### src/rtl/irq_flag_pkg.sv
package irq_flag_pkg;
  localparam int unsigned LINES_DEF   = 6;
  localparam int unsigned REG_W_DEF   = 8;
  localparam int unsigned SYNC_ST_DEF = 2;
endpackage

### src/rtl/irq_sync.sv
module irq_sync #(
  parameter int unsigned N      = 6,
  parameter int unsigned STAGES = 2
) (
  input  logic         clk,
  input  logic         rst_n,
  input  logic [N-1:0] d_i,
  output logic [N-1:0] q_o
);
  logic [N-1:0] stage_q [STAGES];

  // Idle level of the request lines is high, so stages reset to ones.
  genvar s;
  generate
    for (s = 0; s < STAGES; s++) begin : g_stage
      logic [N-1:0] stage_d;
      if (s == 0) begin : g_first
        always_comb stage_d = d_i;
      end else begin : g_next
        always_comb stage_d = stage_q[s-1];
      end
      always_ff @(posedge clk or negedge rst_n) begin
        if (!rst_n) stage_q[s] <= '1;
        else        stage_q[s] <= stage_d;
      end
    end
  endgenerate

  assign q_o = stage_q[STAGES-1];
endmodule

### src/rtl/irq_set_detect.sv
module irq_set_detect #(
  parameter int unsigned N = 6
) (
  input  logic         clk,
  input  logic         rst_n,
  input  logic [N-1:0] line_i,
  input  logic [N-1:0] sense_edge_i,
  output logic [N-1:0] set_o,
  output logic [N-1:0] line_hi_o
);
  logic [N-1:0] prev_q;
  logic [N-1:0] prev_d;

  always_comb prev_d = line_i;

  always_ff @(posedge clk or negedge rst_n) begin
    if (!rst_n) prev_q <= '1;
    else        prev_q <= prev_d;
  end

  genvar i;
  generate
    for (i = 0; i < N; i++) begin : g_line
      logic fall;
      always_comb begin
        fall = prev_q[i] & ~line_i[i];
        if (sense_edge_i[i]) set_o[i] = fall;
        else                 set_o[i] = ~line_i[i];
      end
    end
  endgenerate

  assign line_hi_o = line_i;
endmodule

### src/rtl/irq_flag_bank.sv
module irq_flag_bank #(
  parameter int unsigned N = 6
) (
  input  logic         clk,
  input  logic         rst_n,
  input  logic         standby_i,
  input  logic [N-1:0] set_i,
  input  logic [N-1:0] ack_i,
  input  logic [N-1:0] line_hi_i,
  input  logic [N-1:0] sense_edge_i,
  input  logic         rd_en_i,
  input  logic         wr_en_i,
  input  logic [N-1:0] wr_bits_i,
  output logic [N-1:0] flags_o
);
  logic [N-1:0] flag_q, flag_d, flag_en;
  logic [N-1:0] arm_q,  arm_d,  arm_en;

  genvar i;
  generate
    for (i = 0; i < N; i++) begin : g_bit
      logic sw_clr, hw_clr;
      always_comb begin
        sw_clr = wr_en_i & arm_q[i] & ~wr_bits_i[i];
        hw_clr = ack_i[i] & (sense_edge_i[i] | line_hi_i[i]);
        // Set dominates any clear in the same cycle.
        if (standby_i) flag_d[i] = 1'b0;
        else           flag_d[i] = (flag_q[i] & ~(sw_clr | hw_clr)) | set_i[i];
        flag_en[i] = standby_i | set_i[i] | sw_clr | hw_clr;

        // A read records the flags it saw; a write consumes the record.
        if (standby_i)    arm_d[i] = 1'b0;
        else if (rd_en_i) arm_d[i] = flag_q[i];
        else              arm_d[i] = 1'b0;
        arm_en[i] = standby_i | rd_en_i | wr_en_i;
      end

      always_ff @(posedge clk or negedge rst_n) begin
        if (!rst_n)          flag_q[i] <= 1'b0;
        else if (flag_en[i]) flag_q[i] <= flag_d[i];
      end

      always_ff @(posedge clk or negedge rst_n) begin
        if (!rst_n)         arm_q[i] <= 1'b0;
        else if (arm_en[i]) arm_q[i] <= arm_d[i];
      end
    end
  endgenerate

  assign flags_o = flag_q;
endmodule

### src/rtl/irq_flag_reg.sv
module irq_flag_reg
  import irq_flag_pkg::*;
#(
  parameter int unsigned N      = LINES_DEF,
  parameter int unsigned REG_W  = REG_W_DEF,
  parameter int unsigned SYNC_N = SYNC_ST_DEF
) (
  input  logic             clk,
  input  logic             rst_n,
  input  logic             standby_i,
  input  logic [N-1:0]     req_n_i,
  input  logic [N-1:0]     sense_edge_i,
  input  logic [N-1:0]     ack_i,
  input  logic             rd_en_i,
  input  logic             wr_en_i,
  input  logic [REG_W-1:0] wr_data_i,
  output logic [REG_W-1:0] rd_data_o,
  output logic [N-1:0]     pending_o
);
  localparam int unsigned PAD_W = REG_W - N;

  logic [N-1:0] line_sync;
  logic [N-1:0] set_vec;
  logic [N-1:0] line_hi;
  logic [N-1:0] flags;
  logic         unused_wr_pad;

  assign unused_wr_pad = ^wr_data_i[REG_W-1:N];

  irq_sync #(.N(N), .STAGES(SYNC_N)) u_sync (
    .clk   (clk),
    .rst_n (rst_n),
    .d_i   (req_n_i),
    .q_o   (line_sync)
  );

  irq_set_detect #(.N(N)) u_detect (
    .clk          (clk),
    .rst_n        (rst_n),
    .line_i       (line_sync),
    .sense_edge_i (sense_edge_i),
    .set_o        (set_vec),
    .line_hi_o    (line_hi)
  );

  irq_flag_bank #(.N(N)) u_bank (
    .clk          (clk),
    .rst_n        (rst_n),
    .standby_i    (standby_i),
    .set_i        (set_vec),
    .ack_i        (ack_i),
    .line_hi_i    (line_hi),
    .sense_edge_i (sense_edge_i),
    .rd_en_i      (rd_en_i),
    .wr_en_i      (wr_en_i),
    .wr_bits_i    (wr_data_i[N-1:0]),
    .flags_o      (flags)
  );

  assign rd_data_o = {{PAD_W{1'b0}}, flags};
  assign pending_o = flags;
endmodule

### config.mk
export PLATFORM = sky130hd
export DESIGN_NAME = irq_flag_reg
export DESIGN_NICKNAME = d
export VERILOG_FILES = /design/src/rtl/irq_flag_pkg.sv /design/src/rtl/irq_sync.sv /design/src/rtl/irq_set_detect.sv /design/src/rtl/irq_flag_bank.sv /design/src/rtl/irq_flag_reg.sv
export SDC_FILE = /design/constraint.sdc
export NUM_CORES = 1
export LEC_CHECK = 0
export BUFFER_PORTS_ARGS = -buffer_cell sky130_fd_sc_hd__buf_2
export CAP_MARGIN = 5
export CORE_MARGIN = 2
export CORE_UTILIZATION = 36
export CTS_BUF_LIST = sky130_fd_sc_hd__clkbuf_16
export CTS_CLUSTER_SIZE = 40
export DETAILED_ROUTE_END_ITERATION = 8
export GPL_TIMING_DRIVEN = 0
export SLEW_MARGIN = 40
export SYNTH_ARGS = -nofsm -noshare
export SYNTH_HDL_FRONTEND = slang
export SYNTH_SLANG_ARGS = --single-unit
### constraint.sdc
create_clock -name clk -period 1.21 [get_ports clk]
set_input_delay 0.1815 -clock clk [delete_from_list [all_inputs] [get_ports clk]]
set_output_delay 0.1815 -clock clk [all_outputs]
set_load 0.05 [all_outputs]
=== Word level (Yosys, flattened, before mapping) ===
Cells that the tools add are included.

* Muxes and demuxes: 24
* Bitwise logic cells: 86

{| class="wikitable"
|+ Operator list
! kind !! number
|-
| bitwise OR 1 bit || 38
|-
| AND 1 bit || 30
|-
| two-way mux 1 bit || 24
|-
| inverter 1 bit || 18
|}

* Flip-flop bits (word level): 30
* Logic and storage cells: 125
* Output and inout bits: 14

=== Logic depth before layout (Yosys ltp) ===
Gate-level depths: netlist of run 1.

* Depth in word-level cells: 7
* Mapped depth: 4
* Gate-level depth less buffers: 2

=== By module ===
From an unflattened synthesis of run 1, not the netlist that was laid out.

* Cells, all modules: 103
* Area total of the unflattened synthesis: 1,260.0 um^2

{| class="wikitable"
|+ By module, submodules not included
! module !! times used !! area each (um^2) !! cells each
|-
| irq_flag_bank || 1 || 603.1 || 58
|-
| irq_sync || 1 || 315.3 || 12
|-
| irq_set_detect || 1 || 277.8 || 24
|-
| irq_flag_reg || 1 || 63.8 || 9
|}

=== Worst setup path before layout of run 1 ===
Ideal clock, no wire load.

* Path type: flip-flop to output port
* From: reg u_bank.flag_q[0], in the netlist u_bank.flags_o[0]
* To: out rd_data_o[0]
* Cell stages (with the launch flop): 2
* Data arrival time: 0.921 ns
* Slack: 0.107 ns
* Path through: dfrtp_1 -> buf_4

{| class="wikitable"
|+ RTL lines
! item !! line !! source
|-
| start: declaration || irq_flag_bank.sv:16 || <nowiki>logic [N-1:0] flag_q, flag_d, flag_en;</nowiki>
|-
| start signal: indexed assignment || irq_flag_bank.sv:40 || <nowiki>else if (flag_en[i]) flag_q[i] <= flag_d[i];</nowiki>
|-
| end: declaration || irq_flag_reg.sv:17 || <nowiki>output logic [REG_W-1:0] rd_data_o,</nowiki>
|}

No word-level cell between the ends.

=== Worst setup path after layout of run 1 ===
* From: reg u_bank.flag_q[4], in the netlist u_bank.flags_o[4]
* To: out rd_data_o[4]

No word-level cell between the ends.

==> out/results.txt, run 1 <==
status: complete, no violations
root buf cell: clkbuf_16
DRT Pass-1 Iters: 4
Final Cycle Share: 0.965
Initial Utilization: 0.379
die area: 3680 sq um
H-tree depth: 2
HP Class: input port to flip-flop
Critical Path End Type: output pin
M1 GR Usage: 0.168
Ports: 45
EDFF count, synth: 0
Final setup viols: 0
worst hold margin: 9.77 ps
CP startpoint kind: flip-flop
Die W: 60.7 microns
VDD IR-drop max: 0.945 mV
routed len/inst: 11.2 microns
CTS Buffer Depth: 2
DRT iter0 DRCs: 18
Cell Rows: 20
Final Hold Fails: 0
CP Data Required Time: 1030 ps
Most Used Layer, Global Route: met2
register area share after synthesis: 0.669
DR vias: 829
Setup TNS: 0 ps
GRT Total Usage: 0.136
syn avg cell area: 12.7 sq um
antenna viol nets, final: 0
synth unique cells: 14
diodes inserted: 0
post-synthesis register bit count: 30
critical path peak fanout: 4
area of the core: 3050 sq um
TritonCTS Buffers: 5
most common cell in the netlist: dfstp_2
Worst R2R Start: u_bank.arm_q[0]$_DFFE_PN0P_
largest net degree at the start of global routing: 31
Mapped Area: 1160 sq um
minimum clock period after layout: 1170 ps
Main synth FF type: dfstp_2
Yosys top cell area share: 0.409
post-synthesis async set-or-reset flop share: 1.00
LEAKAGE: 0.751 nW
DR DRC count: 0
Synth area leader: dfstp_2
Mapped Cells: 91
measured slew at the worst slew-check pin: 630 ps
fin. max-slew vios: 0
Commonest cells post-synth: dfstp_2, dfrtp_1, nor2_1
CTS sink cnt: 30
Synth area leaders: dfstp_2, dfrtp_1, a32o_1, buf_4, nand3b_1
RSZ-0062 raised after global routing: no
met2 Usage GRT: 0.201
CTS tree: built
Worst-path clk slew: 50 ps
clock skew: 3.31 ps
layout cell share with drive strength beyond 1: 0.545
clk_lat worst skew: 270 ps
first-pass GRT wire length: 3420 microns
Worst Min Path Start: req_n_i[4]
RePlAce Congestion: 0.765
vias in the first global route: 781
PD cells: 1590 nW/um^2
setup ws final: 42.7 ps
grt met3 use: 0.0640
Ys Warns: 0
die span in y: 60.7 microns
Port Buffers: 39
Area growth syn-to-layout: 38.7%
Final #Nets: 173
crit path launch: u_bank.flags_o[4]$_DFFE_PN0P_
hpwl dp: 1500 microns
GR Overflow Total: 0
routed wire length: 2090 microns
vias per cell: 4.43
post-layout util: 0.525
Slew Limit Headroom: 0.580
Crit path arrival time: 990 ps
pre-CTS setup slack: 129 ps
Max-Cap Viols: 0
Crit Path Category: flip-flop to output pin
Peak Freq: 857 MHz
initial antenna violation count: 0
## metrics by stage
step	area, sq um	power (W)	cells
floorplan	1160	0.00132	92
global placement	1410	0.00143	175
finish	1600	0.00255	187
detailed placement	1410	0.00143	175
global route	1600	0.00268	187
CTS	1560	0.00258	184
## placed cells by master (no fill, tap or decap), drive strengths merged
| master | instances |
|---|---|
| buf | 52 |
| dfstp | 18 |
| nor2 | 12 |
| dfrtp | 12 |
| nand2 | 6 |
| a21oi | 6 |
| nand3b | 6 |
| nand2b | 6 |
| a32o | 6 |
| or3b | 6 |
| clkbuf | 5 |
| dlygate4sd3 | 3 |
| conb | 2 |
| clkinv | 2 |
| inv | 1 |
## critical path: stages, from the launching register on
cell	delay, ps
dfrtp_1	400
buf_4	140
buf_4	180
## routing by layer
| layer | share of wire | vias to the layer above | wire (microns) |
|---|---|---|---|
| met1 | 0.43 | 391 | 906 |
| met2 | 0.46 | 33 | 968 |
| li1 | - | 400 | - |
| met5 | 0 | - | 0 |
| met3 | 0.085 | 5 | 177 |
| met4 | 0.018 | 0 | 38 |
## state kept, by name, indices dropped and copies added (netlist names)
name and cells:
u_bank.flags_o 6, u_bank.arm_q 6, u_detect.prev_q 6, u_sync.g_stage.stage_d 6
u_sync.q_o 6
## path summary, 6_finish.rpt
kind                                                     endpoint  slack, ps  cells after the start
max                                                  rd_data_o[4]         40                      2
min                        u_sync.g_stage[1].stage_d[4]$_DFF_PN1_         10                      1
max reg2reg                           u_bank.arm_q[0]$_DFFE_PN0P_        220                      2
min reg2reg                               u_sync.q_o[1]$_DFF_PN1_        350                      0
max in group asynchronous             u_bank.arm_q[2]$_DFFE_PN0P_        320                      2
min in group asynchronous           u_bank.flags_o[4]$_DFFE_PN0P_        480                      2
## report_power, final
group | internal, W | switching, W
logic | 0.000127 | 0.000202
registers | 0.00108 | 0.0000270
clock network | 0.000738 | 0.000374
total | 0.00195 | 0.000603
## cell families (layout without fill, tap and decap cells)
kind of cell           count (synthesis)  after routing  share of synthesized area
other                                  1              2                    0.00324
and+or+nand+nor                       36             36                      0.175
buffers and inverters                 12             63                     0.0747
AOI/OAI and AO/OA                     12             12                     0.0779
DFF                                   30             30                      0.669
## timing repair
item	4_1_cts	5_1_grt
gates cloned	0	0
endpoints found under the hold margin	12	2
setup buffers	0	1
gates resized for setup	2	9
hold buffers	1	2
setup endpoints to repair	2	6
## area by class of cell
| type | instances | area, sq um |
|---|---|---|
| Tap cell | 44 | 55.1 |
| Timing Repair Buffer | 43 | 251 |
| Clock buffer | 5 | 125 |
| Clock inverter | 3 | 12.5 |
| Multi-Input combinational cell | 50 | 300 |
| Sequential cell | 30 | 773 |
| Fill cell | 300 | 1450 |
| Buffer | 12 | 86.3 |
Power figures use the tool's default switching activity.
==> inputs of run 2 (changes only) <==
--- a/constraint.sdc
+++ b/constraint.sdc
@@ -3,2 +3,2 @@
 set_output_delay 0.1815 -clock clk [all_outputs]
-set_load 0.05 [all_outputs]
+set_load 0.1 [all_outputs]
==> out/results.txt, run 2 (same netlist as run 1, synthesis figures left out) <==
status: finished with violations (was complete, no violations)
failing checks: negative setup slack
hpwl dp: 1530 microns (was 1500 microns)
Max-Cap Viols: 0 (unchanged)
DRT Pass-1 Iters: 3 (was 4)
CTS Buffer Depth: 2 (unchanged)
Cell Rows: 20 (unchanged)
Largest stage delay, worst path: 490 ps (was 400 ps)
first-pass GRT wire length: 3730 microns (was 3420 microns)
setup ws final: -14.7 ps (was 42.7 ps)
Worst path top cell family by delay: flip-flops (unchanged)
Pwr Total: 0.00276 W (was 0.00255 W)
Critical Path End Type: output pin (unchanged)
CP bufs+invs: 2 (unchanged)
layout cell share with drive strength beyond 1: 0.585 (was 0.545)
clk_lat worst skew: 270 ps (about the same)
TritonCTS Buffers: 5 (unchanged)
DR DRC count: 0 (unchanged)
routed wire length: 2210 microns (was 2090 microns)
Area growth syn-to-layout: 52.8% (was 38.7%)
critical path peak fanout: 4 (unchanged)
Final setup viols: 3 (was 0)
H-tree depth: 2 (unchanged)
Worst-path clk slew: 50 ps (about the same)
Slew Limit Headroom: 0.582 (was 0.580)
diodes inserted: 0 (unchanged)
CP startpoint kind: flip-flop (unchanged)
fin. max-slew vios: 0 (unchanged)
R2R cell count: 2 (unchanged)
crit path cell chain: buf_6 > buf_12 (was buf_4 > buf_4)
Crit Path Category: flip-flop to output pin (unchanged)
CP Depth: 2 (unchanged)
worst hold margin: 8.23 ps (was 9.77 ps)
fill count: 267 (was 300)
Crit path arrival time: 1040 ps (was 990 ps)
CTS tree: built (unchanged)
Initial Utilization: 0.379 (unchanged)
CTS sink cnt: 30 (unchanged)
vias in the first global route: 841 (was 781)
slowest library cell on the worst path: dfrtp_4 (was dfrtp_1)
HP Class: input port to flip-flop (unchanged)
clock skew: 4.79 ps (was 3.31 ps)
measured slew at the worst slew-check pin: 628 ps (was 630 ps)
Finished Cell Area: 1770 sq um (was 1600 sq um)
RSZ-0062 raised after global routing: yes (was no)
PD cells: 1560 nW/um^2 (was 1590 nW/um^2)
area of the core: 3050 sq um (unchanged)
RePlAce Congestion: 0.757 (was 0.765)
DP Area: 1430 sq um (was 1410 sq um)
Port Buffers: 39 (unchanged)
vias per cell: 4.45 (was 4.43)
Ports: 45 (unchanged)
GRT Total Usage: 0.149 (was 0.136)
multi-input logic area: 300 sq um (unchanged)
hold path depth: 1 (unchanged)
FF+latch area: 796 sq um (was 773 sq um)
CP Data Required Time: 1030 ps (about the same)
Final Hold Fails: 0 (unchanged)
LEAKAGE: 0.791 nW (was 0.751 nW)
commonest non-fill, non-tap cells in the layout: buf_2, dfstp_2, nor2_1, buf_4, buf_6 (was buf_2, dfstp_2, buf_4)
Die W: 60.7 microns (unchanged)
root buf cell: clkbuf_16 (unchanged)
antenna viol nets, final: 0 (unchanged)
die area: 3680 sq um (unchanged)
Peak Freq: 817 MHz (was 857 MHz)
post-layout util: 0.579 (was 0.525)
VDD IR-drop max: 0.950 mV (was 0.945 mV)
Final Cycle Share: 1.01 (was 0.965)
largest net degree at the start of global routing: 31 (unchanged)
GR Overflow Total: 0 (unchanged)
initial antenna violation count: 0 (unchanged)
most common cell after layout, fill and taps aside: buf_2 (unchanged)
DR vias: 850 (was 829)
Final #Nets: 177 (was 173)
die span in y: 60.7 microns (unchanged)
DRT iter0 DRCs: 21 (was 18)
routed len/inst: 11.5 microns (was 11.2 microns)
minimum clock period after layout: 1220 ps (was 1170 ps)
## run 2: cell count changes in the layout (fill, tap and decap cells not counted)
cell / change
dfrtp_1: -6
dlygate4sd3_1: +1
buf_6: +5
buf_4: -2
buf_12: +6
dfrtp_4: +6
inv_1: +1
clkinv_2: -1
buf_2: -6
## run 2: report_power, final
group | switching [W] | internal [W] | total (W)
logic | 0.000341 | 0.000192 | 0.000532
registers | 0.0000287 | 0.00109 | 0.00112
clock network | 0.000370 | 0.000733 | 0.00110
## run 2: worst paths after layout
check,startpoint,end,slack (ps)
min in group asynchronous,rst_n,u_bank.flags_o[3]$_DFFE_PN0P_,470
min,req_n_i[0],u_sync.g_stage[1].stage_d[0]$_DFF_PN1_,8
min reg2reg,u_sync.g_stage[1].stage_d[4]$_DFF_PN1_,u_sync.q_o[4]$_DFF_PN1_,350
max reg2reg,u_bank.arm_q[0]$_DFFE_PN0P_,u_bank.arm_q[0]$_DFFE_PN0P_,210
max,u_bank.flags_o[2]$_DFFE_PN0P_,rd_data_o[2],-10
max in group asynchronous,rst_n,u_bank.flags_o[5]$_DFFE_PN0P_,270
## run 2: metal layers
metal | part of all wire | vias to the layer above | GRT usage
li1 | - | 408 | -
met1 | 0.41 | 408 | 0.167
met2 | 0.50 | 29 | 0.230
met3 | 0.075 | 5 | 0.0810
met4 | 0.017 | 0 | 0.0745
met5 | 0 | - | 0
## run 2: cell type report
| class | instances | share of cell area |
|---|---|---|
| Timing Repair Buffer | 47 | 0.210 |
| Multi-Input combinational cell | 50 | 0.170 |
| Clock inverter | 3 | 0.00637 |
| Sequential cell | 30 | 0.450 |
| Clock buffer | 5 | 0.0708 |
| Buffer | 12 | 0.0616 |
| Tap cell | 44 | 0.0312 |
## run 2: metrics by stage
step | setup TNS, ps | setup slack [ps] | instances
after floorplan | 0 | 75.1 | 92
after detailed placement | 0 | 110 | 175
after global routing | -196 | -42.4 | 191
final | -25.3 | -14.7 | 191
after global placement | 0 | 113 | 175
after CTS | -70.1 | -27.3 | 188
## run 2: timing repair
item / in CTS / in global routing
setup buffers: 4 / 0
resized for setup: 36 / 0
endpoints found under the setup margin: 12 / 8
endpoints found under the hold margin: 12 / 3
hold buffers: 1 / 3
